==> src/rtl/frc_pkg.sv <==
package frc_pkg;

    typedef enum logic {
        WIN_IDLE = 1'b0,
        WIN_RUN  = 1'b1
    } win_phase_e;

    // Half of the divisor used for round-to-nearest after a right shift.
    function automatic int unsigned round_bias(input int unsigned shift);
        return (shift == 0) ? 0 : (1 << (shift - 1));
    endfunction

endpackage

==> src/rtl/frc_window.sv <==
module frc_window #(
    parameter int CNT_W     = 16,
    parameter int SHIFT     = 4,
    parameter int RATIO_MIN = 1,
    parameter int RATIO_MAX = 15,
    localparam int RW       = $clog2(RATIO_MAX + 1)
) (
    input  logic          clk,
    input  logic          rst_n,
    input  logic          cal_en,
    input  logic          blocked,
    output logic          done_o,
    output logic [RW-1:0] ratio_new_o
);
    import frc_pkg::*;

    localparam int SW = CNT_W + 1;
    localparam logic [CNT_W-1:0] CNT_SAT = '1;
    localparam logic [SW-1:0] BIAS = SW'(round_bias(SHIFT));
    localparam logic [SW-1:0] LO   = SW'(RATIO_MIN);
    localparam logic [SW-1:0] HI   = SW'(RATIO_MAX);

    typedef struct packed {
        win_phase_e       phase;
        logic             en_prev;
        logic [CNT_W-1:0] cnt;
    } win_st_t;

    win_st_t st_d, st_q;
    logic [SW-1:0] sum_w, quo_w;
    logic          done_w;

    always_comb begin
        st_d         = st_q;
        st_d.en_prev = cal_en;
        done_w       = 1'b0;
        sum_w        = {1'b0, st_q.cnt} + BIAS;
        quo_w        = sum_w >> SHIFT;
        if (quo_w < LO)      ratio_new_o = RW'(RATIO_MIN);
        else if (quo_w > HI) ratio_new_o = RW'(RATIO_MAX);
        else                 ratio_new_o = quo_w[RW-1:0];

        unique case (st_q.phase)
            WIN_IDLE: begin
                if (cal_en && !st_q.en_prev && !blocked) begin
                    st_d.phase = WIN_RUN;
                    st_d.cnt   = CNT_W'(1);
                end
            end
            WIN_RUN: begin
                if (blocked) begin
                    st_d.phase = WIN_IDLE;
                end else if (cal_en) begin
                    if (st_q.cnt != CNT_SAT) st_d.cnt = st_q.cnt + CNT_W'(1);
                end else begin
                    st_d.phase = WIN_IDLE;
                    done_w     = 1'b1;
                end
            end
            default: st_d.phase = WIN_IDLE;
        endcase
    end

    always_ff @(posedge clk or negedge rst_n) begin
        if (!rst_n) begin
            st_q <= '{phase: WIN_IDLE, en_prev: 1'b0, cnt: '0};
        end else begin
            st_q <= st_d;
        end
    end

    assign done_o = done_w;

    AST_CNT_NO_WRAP: assert property (@(posedge clk) disable iff (!rst_n)
        (st_q.phase == WIN_RUN && $past(st_q.phase) == WIN_RUN) |-> (st_q.cnt >= $past(st_q.cnt)));
    AST_BLOCK_STOPS: assert property (@(posedge clk) disable iff (!rst_n)
        blocked |=> (st_q.phase == WIN_IDLE));
    AST_DONE_ON_FALL: assert property (@(posedge clk) disable iff (!rst_n)
        done_o |-> (!cal_en && !blocked));

endmodule

==> src/rtl/frc_prediv.sv <==
module frc_prediv #(
    parameter int RATIO_MAX = 15,
    localparam int RW       = $clog2(RATIO_MAX + 1)
) (
    input  logic          clk,
    input  logic          rst_n,
    input  logic [RW-1:0] ratio,
    output logic          tick_o
);
    typedef struct packed {
        logic [RW-1:0] pdiv;
    } pd_st_t;

    pd_st_t st_d, st_q;

    always_comb begin
        st_d   = st_q;
        tick_o = (st_q.pdiv == ratio - RW'(1));
        if (tick_o) st_d.pdiv = '0;
        else        st_d.pdiv = st_q.pdiv + RW'(1);
    end

    always_ff @(posedge clk or negedge rst_n) begin
        if (!rst_n) st_q <= '0;
        else        st_q <= st_d;
    end

    AST_PDIV_BOUND: assert property (@(posedge clk) disable iff (!rst_n)
        st_q.pdiv < ratio);

endmodule

==> src/rtl/frc_frame.sv <==
module frc_frame #(
    parameter int FRAME_TICKS = 1088,
    localparam int FW         = (FRAME_TICKS > 1) ? $clog2(FRAME_TICKS) : 1
) (
    input  logic clk,
    input  logic rst_n,
    input  logic tick,
    output logic frame_o
);
    localparam logic [FW-1:0] LAST = FW'(FRAME_TICKS - 1);

    typedef struct packed {
        logic [FW-1:0] fcnt;
    } fr_st_t;

    fr_st_t st_d, st_q;

    always_comb begin
        st_d    = st_q;
        frame_o = tick && (st_q.fcnt == LAST);
        if (tick) begin
            if (st_q.fcnt == LAST) st_d.fcnt = '0;
            else                   st_d.fcnt = st_q.fcnt + FW'(1);
        end
    end

    always_ff @(posedge clk or negedge rst_n) begin
        if (!rst_n) st_q <= '0;
        else        st_q <= st_d;
    end

    AST_FCNT_HOLD: assert property (@(posedge clk) disable iff (!rst_n)
        !tick |=> $stable(st_q.fcnt));

endmodule

==> src/rtl/frame_rate_cal.sv <==
module frame_rate_cal #(
    parameter int CNT_W       = 16,
    parameter int SHIFT       = 4,
    parameter int RATIO_MIN   = 1,
    parameter int RATIO_MAX   = 15,
    parameter int RATIO_RST   = 4,
    parameter int FRAME_TICKS = 1088,
    localparam int RW         = $clog2(RATIO_MAX + 1)
) (
    input  logic          clk,
    input  logic          rst_n,
    input  logic          cal_en,
    input  logic          pwr_down,
    input  logic          partial,
    output logic [RW-1:0] ratio_o,
    output logic          tick_o,
    output logic          frame_o
);
    typedef struct packed {
        logic [RW-1:0] ratio;
        logic [RW-1:0] pend;
        logic          pend_v;
    } top_st_t;

    top_st_t       st_d, st_q;
    logic          blocked_w;
    logic          done_w;
    logic [RW-1:0] ratio_new_w;
    logic          tick_w;
    logic          frame_w;

    assign blocked_w = pwr_down | partial;

    frc_window #(
        .CNT_W(CNT_W), .SHIFT(SHIFT),
        .RATIO_MIN(RATIO_MIN), .RATIO_MAX(RATIO_MAX)
    ) u_window (
        .clk(clk), .rst_n(rst_n), .cal_en(cal_en), .blocked(blocked_w),
        .done_o(done_w), .ratio_new_o(ratio_new_w)
    );

    frc_prediv #(.RATIO_MAX(RATIO_MAX)) u_prediv (
        .clk(clk), .rst_n(rst_n), .ratio(st_q.ratio), .tick_o(tick_w)
    );

    frc_frame #(.FRAME_TICKS(FRAME_TICKS)) u_frame (
        .clk(clk), .rst_n(rst_n), .tick(tick_w), .frame_o(frame_w)
    );

    always_comb begin
        st_d = st_q;
        if (frame_w && st_q.pend_v) begin
            st_d.ratio  = st_q.pend;
            st_d.pend_v = 1'b0;
        end
        if (done_w) begin
            st_d.pend   = ratio_new_w;
            st_d.pend_v = 1'b1;
        end
    end

    always_ff @(posedge clk or negedge rst_n) begin
        if (!rst_n) begin
            st_q <= '{ratio: RW'(RATIO_RST), pend: RW'(RATIO_RST), pend_v: 1'b0};
        end else begin
            st_q <= st_d;
        end
    end

    assign ratio_o = st_q.ratio;
    assign tick_o  = tick_w;
    assign frame_o = frame_w;

    AST_RATIO_RANGE: assert property (@(posedge clk) disable iff (!rst_n)
        (ratio_o >= RW'(RATIO_MIN)) && (ratio_o <= RW'(RATIO_MAX)));
    AST_RATIO_AT_FRAME: assert property (@(posedge clk) disable iff (!rst_n)
        (ratio_o != $past(ratio_o)) |-> $past(frame_o));
    AST_FRAME_WITH_TICK: assert property (@(posedge clk) disable iff (!rst_n)
        frame_o |-> tick_o);

endmodule

==> config.mk <==
export PLATFORM = sky130hd
export DESIGN_NAME = frame_rate_cal
export DESIGN_NICKNAME = d
export VERILOG_FILES = /design/src/rtl/frc_pkg.sv /design/src/rtl/frc_window.sv /design/src/rtl/frc_prediv.sv /design/src/rtl/frc_frame.sv /design/src/rtl/frame_rate_cal.sv
export SDC_FILE = /design/constraint.sdc
export NUM_CORES = 1
export LEC_CHECK = 0
export BUFFER_PORTS_ARGS = -buffer_cell sky130_fd_sc_hd__buf_2
export CAP_MARGIN = 20
export CORE_ASPECT_RATIO = 1.4
export CORE_MARGIN = 2
export CORE_UTILIZATION = 61
export DETAILED_ROUTE_END_ITERATION = 6
export PLACE_DENSITY = 0.9
export SYNTH_ARGS = -nofsm -noshare
export SYNTH_HDL_FRONTEND = slang
export SYNTH_SLANG_ARGS = --single-unit
==> constraint.sdc <==
create_clock -name clk -period 3.15 [get_ports clk]
set_input_delay 0 -clock clk [delete_from_list [all_inputs] [get_ports clk]]
set_output_delay 0 -clock clk [all_outputs]
set_load 0.03 [all_outputs]
== Word-level counts from Yosys, hierarchy flattened ==
Index checks and enable logic that the tools add are counted.

* Flip-flop bits (word level): 42
* Input port bits: 5
* Output and inout bits: 6

* Add/sub/neg operators: 5
* $lt $le $gt $ge: 2
* Eq/ne operators: 7
* Muxes and demuxes: 18
* Bitwise logic cells: 2
* Reduce and logical (&&, ||, !) cells: 8

{| class="wikitable"
|+ Operators by type and width
! operator !! count
|-
| $mux W16 || 4
|-
| $pmux W16 S2 || 1
|-
| $add A16 B4 Y17 const B || 1
|-
| $add A16 B1 Y16 const B || 1
|-
| $ne A16 B16 Y1 const B || 1
|-
| $gt A13 B4 Y1 const B || 1
|-
| $lt A13 B1 Y1 const B || 1
|-
| $mux W4 || 3
|-
| $add A11 B1 Y11 const B || 1
|-
| $eq A11 B11 Y1 const B || 1
|-
| $mux W11 || 1
|-
| $mux W1 || 8
|-
| $ne A2 B2 Y1 const B || 3
|-
| $add A4 B1 Y4 const B || 1
|-
| $eq A4 B4 Y1 || 1
|-
| $logic_and A1 B1 Y1 || 4
|-
| $reduce_and A4 Y1 || 1
|-
| $sub A4 B1 Y4 const B || 1
|-
| $logic_not A1 Y1 || 2
|-
| $ne A2 B1 Y1 const B || 1
|-
| $pmux W1 S2 || 1
|-
| $reduce_bool A2 Y1 || 1
|-
| $not A1 Y1 || 1
|-
| $or A1 B1 Y1 || 1
|}

== Depth between registers and ports, before layout ==
* Word-level depth: 6
* Depth in mapped cells: 9
* Mapped depth without buffers: 8

== Cells and area by module ==
A second synthesis with hierarchy kept.

* Cell total of the unflattened synthesis: 246
* Area, all modules: 2502.4 sq um

{| class="wikitable"
|+ By module, submodules not included
! module !! instances !! cells each !! area each (sq um) !! sequential area each (sq um)
|-
| frc_window || 1 || 141 || 1232.4 || 450.4
|-
| frc_frame || 1 || 57 || 619.3 || 275.3
|-
| frame_rate_cal || 1 || 25 || 386.6 || 227.7
|-
| frc_prediv || 1 || 23 || 264.0 || 100.1
|}

== Worst setup path before layout ==
No wires, ideal clock.

* Path type: reg-to-reg
* Start: register st_q (netlist bit ratio_o[0])
* End: register u_frame.st_q[10] in the netlist's numbering
* Setup time: 0.095 ns
* Arrival: 1.876 ns
* Required time: 3.055 ns
* Setup slack: 1.178 ns
* Stages on the path, launching flop included: 10
* Buffers on the path: 1
* Period minus slack after synthesis: 1.972 ns
* Cells stage by stage: dfrtp_1 inv_1 ha_1 xnor2_1 nor2_1 nand3_1 inv_1 buf_2 nand2_1 o31ai_1

* Word-level cells in the longest chain between the ends: 2

{| class="wikitable"
|+ RTL lines
! what !! line !! source
|-
| start: declaration || frame_rate_cal.sv:25 || <nowiki>top_st_t st_d, st_q;</nowiki>
|-
| start signal: assignment || frame_rate_cal.sv:64 || <nowiki>st_q <= '{ratio: RW'(RATIO_RST), pend: RW'(RATIO_RST), pend_v: 1'b0};</nowiki>
|-
| start signal: assignment || frame_rate_cal.sv:66 || <nowiki>st_q <= st_d;</nowiki>
|-
| $sub A4 B1 Y4 || frc_prediv.sv:18 || <nowiki>tick_o = (st_q.pdiv == ratio - RW'(1));</nowiki>
|-
| $eq A4 B4 Y1 || frc_prediv.sv:18 ||
|-
| named net tick_o || frame_rate_cal.sv:16 || <nowiki>output logic tick_o,</nowiki>
|-
| end signal: assignment || frc_frame.sv:29 || <nowiki>else st_q <= st_d;</nowiki>
|-
| end: declaration || frc_frame.sv:16 || <nowiki>fr_st_t st_d, st_q;</nowiki>
|}

The timed path passes the listed nets, and every way through them passes these cells.
A chain may end at the register's enable or synchronous reset.

== Worst setup path after layout ==
* Start: register st_q (netlist bit ratio_o[0])
* End: register st_q (netlist bit ratio_o[3])

* Word-level cells in the longest chain between the ends: 4

{| class="wikitable"
|+ RTL lines
! what !! line !! source
|-
| $sub A4 B1 Y4 || frc_prediv.sv:18 ||
|-
| $eq A4 B4 Y1 || frc_prediv.sv:18 ||
|-
| $logic_and A1 B1 Y1 || frc_frame.sv:20 || <nowiki>frame_o = tick && (st_q.fcnt == LAST);</nowiki>
|-
| $logic_and A1 B1 Y1 || frame_rate_cal.sv:52 || <nowiki>if (frame_w && st_q.pend_v) begin</nowiki>
|}

Every way passes these cells.

==> results_dict.tcl <==
set metrics [dict create \
    min_from "pwr_down" \
    setup_tns_ps 0 \
    synth.distinct_cells 43 \
    routabilityCongestion 0.891 \
    die_w_um 56.8 \
    root_buffer "clkbuf_8" \
    diodes 0 \
    postRouteAntennaNets 0 \
    critPathLaunchType "flip-flop" \
    final-setup-viol-count 0 \
    area_growth_pct 7.16 \
    grt_pass1_wl_um 8470 \
    grt_pass1_vias 1872 \
    crit_required_ps 3330 \
    remaining_drc_errors 0 \
    grt_util_met3_pct 6.00 \
    die_h_um 77.9 \
    p_leak_uw 0.00110 \
    syn_nets 262 \
    antenna_found_initial 0 \
    finalNetCount 273 \
    r2r_start "ratio_o[0]" \
    hpwlAfterDp_um 3530 \
    crit_path_end_kind "flip-flop" \
    startpoint "ratio_o[0]" \
    use_met1_pct 26.6 \
    wl_um 4880 \
    drtIter0Drc 117 \
    initial_utilization_pct 64.1 \
    powerDensity_mw_per_mm2 385 \
    peakVddDrop_uv 401 \
    viasPerCell 6.29 \
    max_freq_mhz 399 \
    port_buffers 10 \
    insertion_delay_ps 300 \
    critPathKind "flip-flop to flip-flop" \
    tightest_slew_ps 897 \
    ys_warn_count 0 \
    rows 26 \
    grt_max_degree 43 \
    top_usage_layer "met2" \
    post-route-period-util_pct 79.5 \
    slew_violations 0 \
    fin_worst_skew_ps 5.56 \
    slew_headroom_pct 40.2 \
    clk_path_buf_depth 2 \
    firstDrtPassIters 4 \
    dieArea_mm2 0.00442 \
    worstPathMaxFanout 12 \
    ys_seq_elements 42 \
    syn_area_per_cell_um2 9.43 \
    cts_tree "done" \
    ys_seq_area_share_pct 44.3 \
    outcome "finished, final reports clean" \
    ctsHtreeMaxLevel 2 \
    cts_made_buffers 5 \
    period_needed_ps 2500 \
    power.total_uw 981 \
    gr-total-overflow 0 \
    use_met2_pct 44.7 \
    clock_sinks 42 \
    rsz0062_at_grt "false" \
    drv_cap 0 \
    wl_per_cell_um 16.0 \
    core_area_mm2 0.00371 \
    layout-drive-gt1-share_pct 14.0 \
    hold_viol 0 \
    hold_path.class "input port to flip-flop" \
    grt_usage_pct 24.7 \
    num_vias 1925 \
    syn_area_mm2 0.00238 \
    clkTransAtPathRegs_ps 80 \
    critPathArrivalTime_ps 2690 \
    synthCells 252 \
    ios 11 \
]
-- power breakdown --
part / leakage (µW) / switching (µW) / internal, µW
combinational: 0.000505 / 33.9 / 25.2
clock: 0.0000452 / 183 / 156
sequential: 0.000547 / 20.0 / 563
-- cells by family (layout without fill, tap and decap cells) --
logic type | count (synthesis) | in the layout | synth area share (%)
flip-flops | 42 | 42 | 44.3
AND/OR/NAND/NOR | 107 | 107 | 23.4
AO/OA/AOI/OAI | 49 | 49 | 14.4
multiplexers | 7 | 7 | 3.32
buffers and inverters | 20 | 32 | 3.84
XOR/XNOR | 22 | 22 | 8.11
adder cells (fa/ha/maj) | 5 | 5 | 2.63
-- Yosys cell counts, drive strengths merged --
cell | n | share of area [%]
a211o | 1 | 0.74
a211oi | 2 | 0.63
a21boi | 1 | 0.32
a21o | 2 | 0.95
a21oi | 11 | 2.3
a2bb2oi | 1 | 0.37
a31o | 2 | 0.74
a31oi | 4 | 1.1
a41oi | 3 | 1.1
and2 | 3 | 0.79
and3 | 5 | 1.3
and4 | 4 | 1.6
buf | 5 | 1.5
clkbuf | 5 | 0.79
dfrtp | 40 | 42
dfstp | 2 | 2.2
ha | 5 | 2.6
inv | 10 | 1.6
mux2 | 7 | 3.3
nand2 | 22 | 3.5
nand2b | 2 | 0.53
nand3 | 18 | 3.8
nand4 | 7 | 1.8
nor2 | 23 | 3.6
nor3 | 7 | 1.5
nor3b | 1 | 0.32
nor4 | 5 | 1.6
o2111a | 2 | 0.95
o21ai | 11 | 2.5
o21bai | 1 | 0.32
o22ai | 1 | 0.26
o31ai | 7 | 2.2
or3 | 5 | 1.3
or3b | 1 | 0.47
or4 | 4 | 1.3
xnor2 | 15 | 5.5
xor2 | 7 | 2.6
-- placed cells by master, fill, tap and decap left out, drive strengths merged, types with 3 or more instances in the layout --
cell	n
o31ai	7
nand4	7
xor2	7
nor2	23
and4	4
and2	3
mux2	7
ha	5
inv	10
or3	5
or4	4
nor3	7
clkbuf	6
nor4	5
dfrtp	40
nand3	18
o21ai	11
and3	5
buf	12
xnor2	15
nand2	22
a41oi	3
a21oi	11
a31oi	4
-- final timing paths --
check	endpoint	slack (ps)	depth (start not counted)
worst min-delay path	u_window.st_q[17]	140	4
min in group asynchronous	u_prediv.st_q[2]	400	2
worst min register to register	u_frame.st_q[7]	480	1
max in group asynchronous	u_window.st_q[6]	2180	2
worst max register to register	ratio_o[3]	650	8
worst max-delay path	ratio_o[3]	650	8
-- flip-flops by register name, indices dropped and copies added, names as in the netlist --
signal / flops
ratio_o: 4
st_q: 5
u_frame.st_q: 11
u_prediv.st_q: 4
u_window.st_q: 18
-- layer usage --
metal / wire (µm) / up-vias / part of all wire [%]
met3: 160 / 12 / 3.3
met4: 131 / 0 / 2.7
li1: - / 930 / -
met5: 0 / - / 0
met2: 2660 / 36 / 54
met1: 1940 / 947 / 40
-- critical path: stages (launching register included) --
cell and delay (ps):
dfrtp_1 450, inv_1 70, ha_1 210, xor2_1 200, xnor2_1 160, nand3_1 290
inv_1 390, nand3_1 280, mux2_2 350
-- stage by stage --
step	setup slack [ps]	cell area [µm²]	utilization [%]	hold slack [ps]	std cells
after detailed placement	733	2440	65.8	142	296
after global routing	504	2550	68.7	150	306
after CTS	679	2550	68.7	120	306
after floorplan	1180	2380	-	-296	252
final	645	2550	68.7	137	306
after global placement	920	2440	65.8	135	296
-- repair_timing --
action,CTS,global route
hold endpoints to repair,41,0
buffers inserted,0,0
hold buffers,2,0
gates resized for setup,0,0
-- layout make-up --
| cell class | count | area, µm² |
|---|---|---|
| multi-input cells | 190 | 1230 |
| fillers | 287 | 1160 |
| flip-flops and latches | 42 | 1050 |
| repair buffers | 14 | 85.1 |
| clock buffers | 6 | 72.6 |
| well taps | 42 | 52.6 |
| inverters | 10 | 37.5 |
| clock inverters | 2 | 13.8 |
Power figures use the tool's default switching activity.
